File: src/rtl/pw_pkg.sv
package pw_pkg;

  // Bit positions inside a directory or table entry.
  localparam int ENT_P   = 0;
  localparam int ENT_RW  = 1;
  localparam int ENT_US  = 2;
  localparam int ENT_ACC = 5;
  localparam int ENT_DRT = 6;

  typedef enum logic [3:0] {
    S_IDLE,
    S_RD_DIR,
    S_CK_DIR,
    S_RD_TBL,
    S_CK_TBL,
    S_WB_DIR,
    S_WB_TBL,
    S_RESP
  } walk_state_e;

  typedef enum logic [1:0] {
    CAUSE_NONE   = 2'b00,
    CAUSE_ABSENT = 2'b01,
    CAUSE_PROT   = 2'b10
  } fault_cause_e;

endpackage

File: src/rtl/pw_entry_check.sv
module pw_entry_check
  import pw_pkg::*;
(
  input  logic         present,
  input  logic         rw_ok,
  input  logic         us_ok,
  input  logic         is_write,
  input  logic         is_user,
  output logic         pass,
  output fault_cause_e cause
);

  function automatic logic allowed(input logic p, input logic rw, input logic us,
                                   input logic wr, input logic usr);
    return p && !(usr && !us) && !(wr && !rw);
  endfunction

  assign pass  = allowed(present, rw_ok, us_ok, is_write, is_user);
  assign cause = !present ? CAUSE_ABSENT : (pass ? CAUSE_NONE : CAUSE_PROT);

endmodule

File: src/rtl/pw_addr_gen.sv
module pw_addr_gen
  import pw_pkg::*;
#(
  parameter int ADDR_W   = 32,
  parameter int OFFSET_W = 12,
  parameter int IDX_W    = 10
) (
  input  walk_state_e                  state,
  input  logic [ADDR_W-OFFSET_W-1:0]   dir_frame,
  input  logic [ADDR_W-1:0]            vaddr,
  input  logic [ADDR_W-1:0]            pde,
  input  logic [ADDR_W-1:0]            pte,
  input  logic                         is_write,
  output logic [ADDR_W-1:0]            mem_addr,
  output logic [ADDR_W-1:0]            mem_wdata,
  output logic [ADDR_W-1:0]            pa_calc,
  output logic                         pde_wb_need,
  output logic                         pte_wb_need
);

  localparam int FRAME_W = ADDR_W - OFFSET_W;

  // Entry word address: frame base plus index times the 4-byte entry size.
  function automatic logic [ADDR_W-1:0] entry_addr(input logic [FRAME_W-1:0] frame,
                                                   input logic [IDX_W-1:0]   idx);
    return {frame, {OFFSET_W{1'b0}}} + ADDR_W'({idx, 2'b00});
  endfunction

  function automatic logic [ADDR_W-1:0] mark(input logic [ADDR_W-1:0] entry,
                                             input logic set_dirty);
    logic [ADDR_W-1:0] r;
    r = entry;
    r[ENT_ACC] = 1'b1;
    if (set_dirty) r[ENT_DRT] = 1'b1;
    return r;
  endfunction

  logic [IDX_W-1:0] dir_idx;
  logic [IDX_W-1:0] tbl_idx;

  assign dir_idx = vaddr[ADDR_W-1 -: IDX_W];
  assign tbl_idx = vaddr[OFFSET_W +: IDX_W];

  always_comb begin
    mem_addr  = '0;
    mem_wdata = '0;
    case (state)
      S_RD_DIR: mem_addr = entry_addr(dir_frame, dir_idx);
      S_WB_DIR: begin
        mem_addr  = entry_addr(dir_frame, dir_idx);
        mem_wdata = mark(pde, 1'b0);
      end
      S_RD_TBL: mem_addr = entry_addr(pde[ADDR_W-1:OFFSET_W], tbl_idx);
      S_WB_TBL: begin
        mem_addr  = entry_addr(pde[ADDR_W-1:OFFSET_W], tbl_idx);
        mem_wdata = mark(pte, is_write);
      end
      default: ;
    endcase
  end

  assign pa_calc     = {pte[ADDR_W-1:OFFSET_W], vaddr[OFFSET_W-1:0]};
  assign pde_wb_need = !pde[ENT_ACC];
  assign pte_wb_need = !pte[ENT_ACC] || (is_write && !pte[ENT_DRT]);

endmodule

File: src/rtl/pw_walker.sv
module pw_walker
  import pw_pkg::*;
#(
  // ADDR_W must equal OFFSET_W + 2*IDX_W, and OFFSET_W must equal IDX_W + 2.
  parameter int ADDR_W   = 32,
  parameter int OFFSET_W = 12,
  parameter int IDX_W    = 10
) (
  input  logic                       clk,
  input  logic                       rst_n,
  input  logic                       req_valid,
  input  logic [ADDR_W-1:0]          req_vaddr,
  input  logic                       req_write,
  input  logic                       req_user,
  input  logic [ADDR_W-OFFSET_W-1:0] dir_frame,
  output logic                       busy,
  output logic                       done,
  output logic                       fault,
  output logic [1:0]                 fault_cause,
  output logic [ADDR_W-1:0]          phys_addr,
  output logic                       mem_req,
  output logic                       mem_we,
  output logic [ADDR_W-1:0]          mem_addr,
  output logic [ADDR_W-1:0]          mem_wdata,
  input  logic                       mem_ack,
  input  logic [ADDR_W-1:0]          mem_rdata
);

  localparam int FRAME_W = ADDR_W - OFFSET_W;
  localparam int LEVELS  = 2;

  walk_state_e          state_q;
  logic [ADDR_W-1:0]    vaddr_q;
  logic                 wr_q;
  logic                 user_q;
  logic [FRAME_W-1:0]   dframe_q;
  logic [ADDR_W-1:0]    pde_q;
  logic [ADDR_W-1:0]    pte_q;
  logic                 ok_q;
  fault_cause_e         cause_q;

  // Named events, also used by the checker.
  logic                 walk_accept;
  logic                 xfer;
  logic [ADDR_W-1:0]    pa_calc;
  logic                 pde_wb_need;
  logic                 pte_wb_need;

  logic [LEVELS-1:0]    lvl_present;
  logic [LEVELS-1:0]    lvl_rw;
  logic [LEVELS-1:0]    lvl_us;
  logic [LEVELS-1:0]    lvl_pass;
  fault_cause_e         lvl_cause [LEVELS];

  assign lvl_present = {pte_q[ENT_P],  pde_q[ENT_P]};
  assign lvl_rw      = {pte_q[ENT_RW], pde_q[ENT_RW]};
  assign lvl_us      = {pte_q[ENT_US], pde_q[ENT_US]};

  for (genvar g = 0; g < LEVELS; g++) begin : g_lvl
    pw_entry_check u_check (
      .present  (lvl_present[g]),
      .rw_ok    (lvl_rw[g]),
      .us_ok    (lvl_us[g]),
      .is_write (wr_q),
      .is_user  (user_q),
      .pass     (lvl_pass[g]),
      .cause    (lvl_cause[g])
    );
  end

  pw_addr_gen #(
    .ADDR_W   (ADDR_W),
    .OFFSET_W (OFFSET_W),
    .IDX_W    (IDX_W)
  ) u_addr (
    .state       (state_q),
    .dir_frame   (dframe_q),
    .vaddr       (vaddr_q),
    .pde         (pde_q),
    .pte         (pte_q),
    .is_write    (wr_q),
    .mem_addr    (mem_addr),
    .mem_wdata   (mem_wdata),
    .pa_calc     (pa_calc),
    .pde_wb_need (pde_wb_need),
    .pte_wb_need (pte_wb_need)
  );

  assign walk_accept = (state_q == S_IDLE) && req_valid;
  assign mem_req     = (state_q == S_RD_DIR) || (state_q == S_RD_TBL) ||
                       (state_q == S_WB_DIR) || (state_q == S_WB_TBL);
  assign mem_we      = (state_q == S_WB_DIR) || (state_q == S_WB_TBL);
  assign xfer        = mem_req && mem_ack;

  assign busy        = (state_q != S_IDLE) && (state_q != S_RESP);
  assign done        = (state_q == S_RESP) && ok_q;
  assign fault       = (state_q == S_RESP) && !ok_q;
  assign fault_cause = fault ? cause_q : CAUSE_NONE;
  assign phys_addr   = done ? pa_calc : '0;

  always_ff @(posedge clk or negedge rst_n) begin
    if (!rst_n) begin
      state_q  <= S_IDLE;
      vaddr_q  <= '0;
      wr_q     <= 1'b0;
      user_q   <= 1'b0;
      dframe_q <= '0;
      pde_q    <= '0;
      pte_q    <= '0;
      ok_q     <= 1'b0;
      cause_q  <= CAUSE_NONE;
    end else begin
      case (state_q)
        S_IDLE: if (walk_accept) begin
          vaddr_q  <= req_vaddr;
          wr_q     <= req_write;
          user_q   <= req_user;
          dframe_q <= dir_frame;
          ok_q     <= 1'b0;
          cause_q  <= CAUSE_NONE;
          state_q  <= S_RD_DIR;
        end
        S_RD_DIR: if (xfer) begin
          pde_q   <= mem_rdata;
          state_q <= S_CK_DIR;
        end
        S_CK_DIR: begin
          if (!lvl_pass[0]) begin
            cause_q <= lvl_cause[0];
            state_q <= S_RESP;
          end else begin
            state_q <= S_RD_TBL;
          end
        end
        S_RD_TBL: if (xfer) begin
          pte_q   <= mem_rdata;
          state_q <= S_CK_TBL;
        end
        S_CK_TBL: begin
          if (!lvl_pass[1]) begin
            cause_q <= lvl_cause[1];
            state_q <= S_RESP;
          end else begin
            ok_q <= 1'b1;
            if (pde_wb_need)      state_q <= S_WB_DIR;
            else if (pte_wb_need) state_q <= S_WB_TBL;
            else                  state_q <= S_RESP;
          end
        end
        S_WB_DIR: if (xfer) begin
          state_q <= pte_wb_need ? S_WB_TBL : S_RESP;
        end
        S_WB_TBL: if (xfer) begin
          state_q <= S_RESP;
        end
        S_RESP:  state_q <= S_IDLE;
        default: state_q <= S_IDLE;
      endcase
    end
  end

endmodule

File: config.mk
export PLATFORM = sky130hd
export DESIGN_NAME = pw_walker
export DESIGN_NICKNAME = d
export VERILOG_FILES = /design/src/rtl/pw_pkg.sv /design/src/rtl/pw_entry_check.sv /design/src/rtl/pw_addr_gen.sv /design/src/rtl/pw_walker.sv
export SDC_FILE = /design/constraint.sdc
export NUM_CORES = 1
export LEC_CHECK = 0
export BUFFER_PORTS_ARGS = -buffer_cell sky130_fd_sc_hd__buf_4
export CELL_PAD_IN_SITES_DETAIL_PLACEMENT = 0
export CELL_PAD_IN_SITES_GLOBAL_PLACEMENT = 1
export CORE_MARGIN = 8
export CORE_UTILIZATION = 45
export CTS_BUF_LIST = sky130_fd_sc_hd__clkbuf_2
export CTS_CLUSTER_DIAMETER = 80
export CTS_CLUSTER_SIZE = 14
export DETAILED_ROUTE_END_ITERATION = 8
export PLACE_DENSITY_LB_ADDON = 0.05
export SLEW_MARGIN = 20
export SYNTH_ARGS = -nofsm -noshare
export SYNTH_HDL_FRONTEND = slang
export SYNTH_SLANG_ARGS = --single-unit
File: constraint.sdc
create_clock -name clk -period 3.6 [get_ports clk]
set_input_delay 0.36 -clock clk [delete_from_list [all_inputs] [get_ports clk]]
set_output_delay 0.36 -clock clk [all_outputs]
set_load 0.01 [all_outputs]
==> out/results.tsv, run 1 <==
stage	metric	value	unit
critical_path	worstSetupPathType	reg -> out	
floorplan	initial_core_util	46.4	%
synthesis	synth_largest_area_cell	dfrtp_1	
clock_tree	cts_tree	yes	
placed_design	gp_congestion	0.797	
drt	wl	16600	um
cells_and_area	drive_gt1_share	42.6	%
cells_and_area	multiInputGateArea	2550	um2
cells_and_area	area_growth	44.1	%
floorplan	coreArea	12700	um2
floorplan	die_area	17000	um2
synthesis	synth_xor_xnor_area_share	0	%
drt	routedLengthMet1	6890	um
drt	wl_met2	8150	um
floorplan	die_h	130	um
global_routing	grt_max_degree	74	
critical_path	start_kind	register	
clock_tree	cts.sinks	124	
floorplan	rows	41	
cells_and_area	layout_commonest_cell	buf_4	
job	maxCapViolCount	0	
timing	final-max-slew-violation-count	0	
cells_and_area	antenna_cells	0	
timing	slew_headroom	39.3	%
floorplan	die_w	130	um
synthesis	synth.cell_area	5880	um2
hold_path	hp-class	in -> reg	
cells_and_area	layout_common_cells	buf_4, dfrtp_1, dlygate4sd3_1, a22o_1, mux2_1	
clock_tree	worst_skew_pair.late_latency	650	ps
timing	finalCriticalPeriod	3170	ps
timing	tightest_slew	909	ps
cells_and_area	nFillCells	959	
global_routing	grtUsageTotal	19.7	%
critical_path	crit_path_top_delay_cell	nor2_4	
drt	drt_iter0_drc	224	
synthesis	syn_inst	428	
global_routing	grt.overflow.total	0	
critical_path	critPathMaxFanout	32	
timing	hold_violations	0	
power	p_leak	4.14	nW
timing	setup_viol	0	
drt	wl_per_cell	18.8	um
drt	avgViaCountPerCell	5.09	
global_routing	first_global_vias	4908	
synthesis	synth_compound_area_share	10.9	%
clock_tree	cts_setup_buffers	0	
clock_tree	cts_max_level	4	
critical_path	path_cells	nand2_1 > nor2_4 > o21ai_0 > nand2_1 > buf_4	
synthesis	ys_warn_count	0	
placed_design	portBuffers	190	
power	powerDensity	774	nW/um2
cells_and_area	design_area	8470	um2
drt	drc	0	
timing	rsz0062_at_grt	no	
synthesis	synthTopCellsByArea	dfrtp_1, mux2_1, a22o_1	
cells_and_area	fin_nets	792	
drt	dr.pass1.iters	4	
power	max-vdd-ir-drop	406	uV
drt	ant_nets	0	
placed_design	hpwlAfterDp	11200	um
synthesis	netlist.area_leader.share	52.8	%
synthesis	synthSimpleGateAreaFrac	7.38	%
floorplan	pin_count	193	
critical_path	slowest_delay	740	ps
critical_path	cp.buffers_inverters	1	
synthesis	syn_area_per_cell	13.7	um2
drt	routed.top_layer	met4	
critical_path	cp_top_family	simple AND/OR/NAND/NOR gates	
drt	dr_total_vias	4503	
clock_tree	clockBufferDepth	2	
clock_tree	clkSlewWorstSetupHoldPaths	140	ps
synthesis	synthMuxAreaShare	24.7	%
timing	tns	0	ps
timing	max_freq	315	MHz
clock_tree	cts_root_buffer	clkbuf_2	
critical_path	cp-end-kind	output pin	
critical_path	path_common_cell	nand2_1	
drt	wl_met3	1260	um
synthesis	ys_ff_latch	124	
critical_path	required	3240	ps
cells_and_area	regArea	3100	um2
critical_path	crit_arrival	2810	ps
timing	period_share	88.1	%
run_status	outcome	complete, no violations	
synthesis	synth_top_family_by_area	multiplexers	
global_routing	grt_first_pass_wirelength	25400	um
placed_design	placed_area	7430	um2
synthesis	ys_types	34	
synthesis	yosysSeqAreaShare	52.8	%
synthesis	synthAdderAreaFrac	0	%
clock_tree	cts_made_buffers	17	
timing	skew	18.3	ps
global_routing	antenna_found_initial	0	
[worst register-to-register path, cell delays in order, from the launching register on]
cell and delay [ps]:
dfrtp_1 610, nor3_1 300, and2_2 550, buf_12 310, mux2_1 370
[layout make-up]
cell class	count	area share, %
repair buffers	288	28.6
flip-flops and latches	124	36.6
multi-input cells	267	30.1
clock buffers	24	1.42
inverters	4	0.177
well taps	172	2.54
clock inverters	5	0.546
[synthesized netlist by cell type]
cell type / count
dfrtp_1: 124
a22o_1: 60
mux2_1: 50
mux2_2: 39
and2_1: 36
mux2_4: 30
buf_2: 13
buf_6: 8
nand2b_1: 8
buf_4: 7
nand2_1: 7
clkbuf_1: 6
inv_1: 4
nor2b_1: 4
o21ai_0: 4
a31oi_1: 3
o21bai_1: 3
o22ai_1: 3
nand3_1: 2
nor2_1: 2
or2_2: 2
a21oi_1: 1
a311oi_1: 1
a41oi_1: 1
and2_0: 1
conb_1: 1
nand4b_1: 1
nand4b_4: 1
nor2_2: 1
nor3_1: 1
nor3b_4: 1
nor4b_1: 1
o211ai_1: 1
o21a_1: 1
[registers in the layout (all words and copies together) (netlist names)]
signal,count
pde_q,32
pte_q,32
vaddr_q,32
dframe_q,20
state_q,3
cause_q,2
ok_q,1
user_q,1
wr_q,1
[cells by family (layout without fill, tap and decap cells)]
family	Yosys count	count (layout)
flops	124	124
mux	119	119
compound gates	78	78
simple gates	68	68
buf+inv	38	321
other cells	1	2
[routing by layer]
| metal | vias to the layer above | global-route usage, % |
|---|---|---|
| met5 | - | 0 |
| met4 | 0 | 7.92 |
| met3 | 24 | 6.12 |
| met2 | 160 | 33.5 |
| met1 | 2224 | 22.6 |
| li1 | 2095 | - |
[report_power, final]
group / internal [W] / switching [W] / leakage, nW / total [W]
Clock: 0.000250 / 0.000461 / 0.122 / 0.000711
Sequential: 0.00208 / 0.000517 / 1.50 / 0.00260
Combinational: 0.00185 / 0.00140 / 2.52 / 0.00325
[through the flow]
step,util [%],total power [W],cells,setup WS (ps),hold WS (ps)
CTS,66.9,0.00663,884,374,10.2
floorplan,-,0.00445,429,1920,64.4
detailed placement,58.6,0.00583,767,1160,449
finish,66.9,0.00656,884,429,100
global placement,58.6,0.00574,767,1230,447
global route,66.9,0.00700,884,128,28.8
[path summary, 6_finish.rpt]
check | from | end | slack (ps) | cells after the start
hold / removal | req_valid | state_q[0] | 100 | 3
setup reg to reg | state_q[1] | vaddr_q[10] | 1350 | 4
hold reg to reg | vaddr_q[5] | vaddr_q[5] | 500 | 1
max in group asynchronous | rst_n | dframe_q[17] | 2500 | 3
min in group asynchronous | rst_n | pde_q[9] | 260 | 2
setup / recovery | state_q[1] | mem_wdata[6] | 430 | 5
[repair_timing]
action / in CTS / in global routing
resized for setup: 0 / 0
hold endpoints to repair: 170 / 0
hold buffers: 88 / 0
Note: power is estimated with default switching activity, not from simulation.
==> run 2, diff against run 1 <==
--- a/config.mk
+++ b/config.mk
@@ -9,7 +9,7 @@
 export CELL_PAD_IN_SITES_DETAIL_PLACEMENT = 0
 export CELL_PAD_IN_SITES_GLOBAL_PLACEMENT = 1
 export CORE_MARGIN = 8
-export CORE_UTILIZATION = 45
+export CORE_UTILIZATION = 37
 export CTS_BUF_LIST = sky130_fd_sc_hd__clkbuf_2
 export CTS_CLUSTER_DIAMETER = 80
 export CTS_CLUSTER_SIZE = 14
==> constraint.sdc (replaced) <==
create_clock -name clk -period 2.6 [get_ports clk]
set_input_delay 0.26 -clock clk [delete_from_list [all_inputs] [get_ports clk]]
set_output_delay 0.26 -clock clk [all_outputs]
set_load 0.01 [all_outputs]
==> run 2 against run 1 <==
Worst setup slack worse by 210 ps. Final cell count up 6.3%. Clock skew is 6.4 ps higher. Global-route usage is 2.8 points lower. Combinational power grew 46%. First-iteration DRC count is 2.2% lower. Critical path depth up 1. Core utilization down 12 points. Critical path type unchanged.
==> out/results.tsv, run 2 (synthesis gave the netlist of run 1 again) <==
stage	metric	value	unit
run_status	outcome	complete, no violations	
critical_path	required	2340	ps
timing	final-max-slew-violation-count	0	
cells_and_area	regArea	3110	um2
clock_tree	cts_made_buffers	17	
power	clockPowerShare	9.5	%
drt	dr_total_vias	4483	
critical_path	worst-path-stages	6	
drt	drt_iter0_drc	219	
cells_and_area	multiInputGateArea	2560	um2
clock_tree	worst_skew_pair.late_latency	640	ps
critical_path	slowest_delay	490	ps
critical_path	startpoint	state_q[1]	
clock_tree	clkSlewWorstSetupHoldPaths	160	ps
cells_and_area	fin_nets	806	
power	powerDensity	1060	nW/um2
cells_and_area	area_growth	47.0	%
critical_path	r2r_start	state_q[2]	
clock_tree	cts_tree	yes	
timing	hold_violations	0	
cells_and_area	antenna_cells	0	
power	p_int	0.00582	W
power	netSwitchingFraction	36.3	%
cells_and_area	nFillCells	1324	
cells_and_area	layout_common_cells	buf_4, dfrtp_1, dlygate4sd3_1, a22o_1, mux2_1	
placed_design	dp_slack	345	ps
floorplan	die_h	142	um
timing	tightest_slew	711	ps
placed_design	place_inst	816	
clock_tree	cts.sinks	124	
placed_design	hpwlAfterDp	11500	um
drt	ant_nets	0	
drt	wl	16900	um
global_routing	first_global_vias	4829	
floorplan	rows	46	
clock_tree	cts_root_buffer	clkbuf_2	
drt	dr.pass1.iters	4	
cells_and_area	reg_top3	pde_q x32, pte_q x32, vaddr_q x32	
global_routing	grt.overflow.total	0	
floorplan	coreArea	15700	um2
drt	drc	0	
power	combPwrFrac	51.7	%
global_routing	antenna_found_initial	0	
placed_design	portBuffers	190	
clock_tree	clockBufferDepth	2	
critical_path	crit_arrival	2120	ps
timing	rsz0062_at_grt	no	
clock_tree	cts_max_level	4	
critical_path	crit_end	mem_wdata[19]	
placed_design	gp_congestion	0.747	
timing	skew	24.6	ps
drt	wl_per_cell	18.0	um
floorplan	die_w	142	um
critical_path	crit_path_top_delay_cell	dfrtp_2	
critical_path	r2r_setup_slack	730	ps
power	seqPwrFrac	38.8	%
global_routing	grt_first_pass_wirelength	26600	um
timing	tns	0	ps
job	maxCapViolCount	0	
timing	max_freq	419	MHz
power	p_leak	4.20	nW
floorplan	die_area	20200	um2
critical_path	ff2ff_path_depth	5	
critical_path	cp_top_family	buffers and inverters	
timing	slew_headroom	52.6	%
drt	avgViaCountPerCell	4.77	
floorplan	pin_count	193	
timing	period_share	91.7	%
critical_path	path_cells	buf_4 > nor2b_4 > and2_1 > buf_12 > a22o_1 > buf_4	
cells_and_area	drive_gt1_share	44.1	%
timing	setup_viol	0	
cells_and_area	layout_commonest_cell	buf_4	
timing	finalCriticalPeriod	2380	ps
power	switchingPower	0.00332	W
critical_path	cp-end-kind	output pin	
global_routing	grt_max_degree	125	
critical_path	worstSetupPathType	reg -> out	
critical_path	critPathMaxFanout	32	
floorplan	initial_core_util	37.4	%
critical_path	start_kind	register	
critical_path	worstReg2RegEnd	pde_q[7]	
hold_path	hp-class	in -> async	
power	max-vdd-ir-drop	505	uV
timing	worst_slack	215	ps
critical_path	path_common_cell	buf_4	
critical_path	cp.buffers_inverters	3	
cells_and_area	stdcell_count	940	
global_routing	grtUsageTotal	16.9	%
-- run 2: cell count changes in the layout (fill, tap and decap cells not counted) --
cell           delta
buf_4            +10
clkbuf_2          -3
clkinv_2          +3
dfrtp_1           -3
dfrtp_2           +3
buf_12            +2
buf_8             +1
bufinv_16         -1
clkinv_1          -1
dlygate4sd3_1     +1
o21a_1            -1
o21a_4            +1
-- run 2: metrics by stage --
stage               instance area (um2)  total power (W)  util [%]  hold slack, ps
floorplan                          5890          0.00616         -           -35.6
global route                       8650          0.00979      55.0             243
detailed placement                 7540          0.00813      48.0             433
global placement                   7540          0.00806      48.0             426
finish                             8650          0.00914      55.0             220
CTS                                8610          0.00922      54.8             217
-- run 2: power groups by stage --
stage	registers [W]	clock network (W)	logic, W
floorplan	0.00335	0	0.00282
global placement	0.00359	0	0.00447
detailed placement	0.00361	0	0.00453
CTS	0.00355	0.000931	0.00474
global route	0.00368	0.00101	0.00510
finish	0.00355	0.000866	0.00473
-- run 2: what timing repair did --
| action | 4_1_cts | 5_1_grt |
|---|---|---|
| buffers inserted | 4 | 4 |
| pin swaps | 0 | 1 |
| endpoints found under the hold margin | 245 | 0 |
| cloned | 0 | 0 |
| setup endpoints to repair | 97 | 40 |
| gates resized for setup | 6 | 1 |
| hold buffers | 89 | 0 |
-- run 2: worst min-delay path, cell delays in order --
cell	delay, ps
dlygate4sd3_1	530
buf_4	110
buf_12	440
-- run 2: metal layers --
metal  global-route usage [%]  part of all wire (%)
met3                     5.70                   7.5
met1                     21.2                    44
met2                     27.0                    47
met5                        0                     0
met4                     5.14                  0.94
-- run 2: how the worst min path moves through the flow --
| stage | from | to | slack (ps) | depth (start not counted) |
|---|---|---|---|---|
| 2_1_floorplan | rst_n | cause_q[0] | -40 | 0 |
| 3_3_place_gp | rst_n | vaddr_q[20] | 430 | 2 |
| 6_report | rst_n | vaddr_q[30] | 220 | 3 |
| 3_5_place_dp | rst_n | vaddr_q[30] | 430 | 2 |
| 5_1_grt | rst_n | vaddr_q[30] | 240 | 3 |
| 4_1_cts | rst_n | vaddr_q[30] | 220 | 3 |
-- run 2: final cells by class --
class                           count  share of cell area, %
Inverter                            4                  0.174
Sequential cell                   124                   35.9
Timing Repair Buffer              302                   29.6
Multi-Input combinational cell    267                   29.6
Clock buffer                       21                   1.22
Clock inverter                      6                  0.318
Tap cell                          216                   3.13
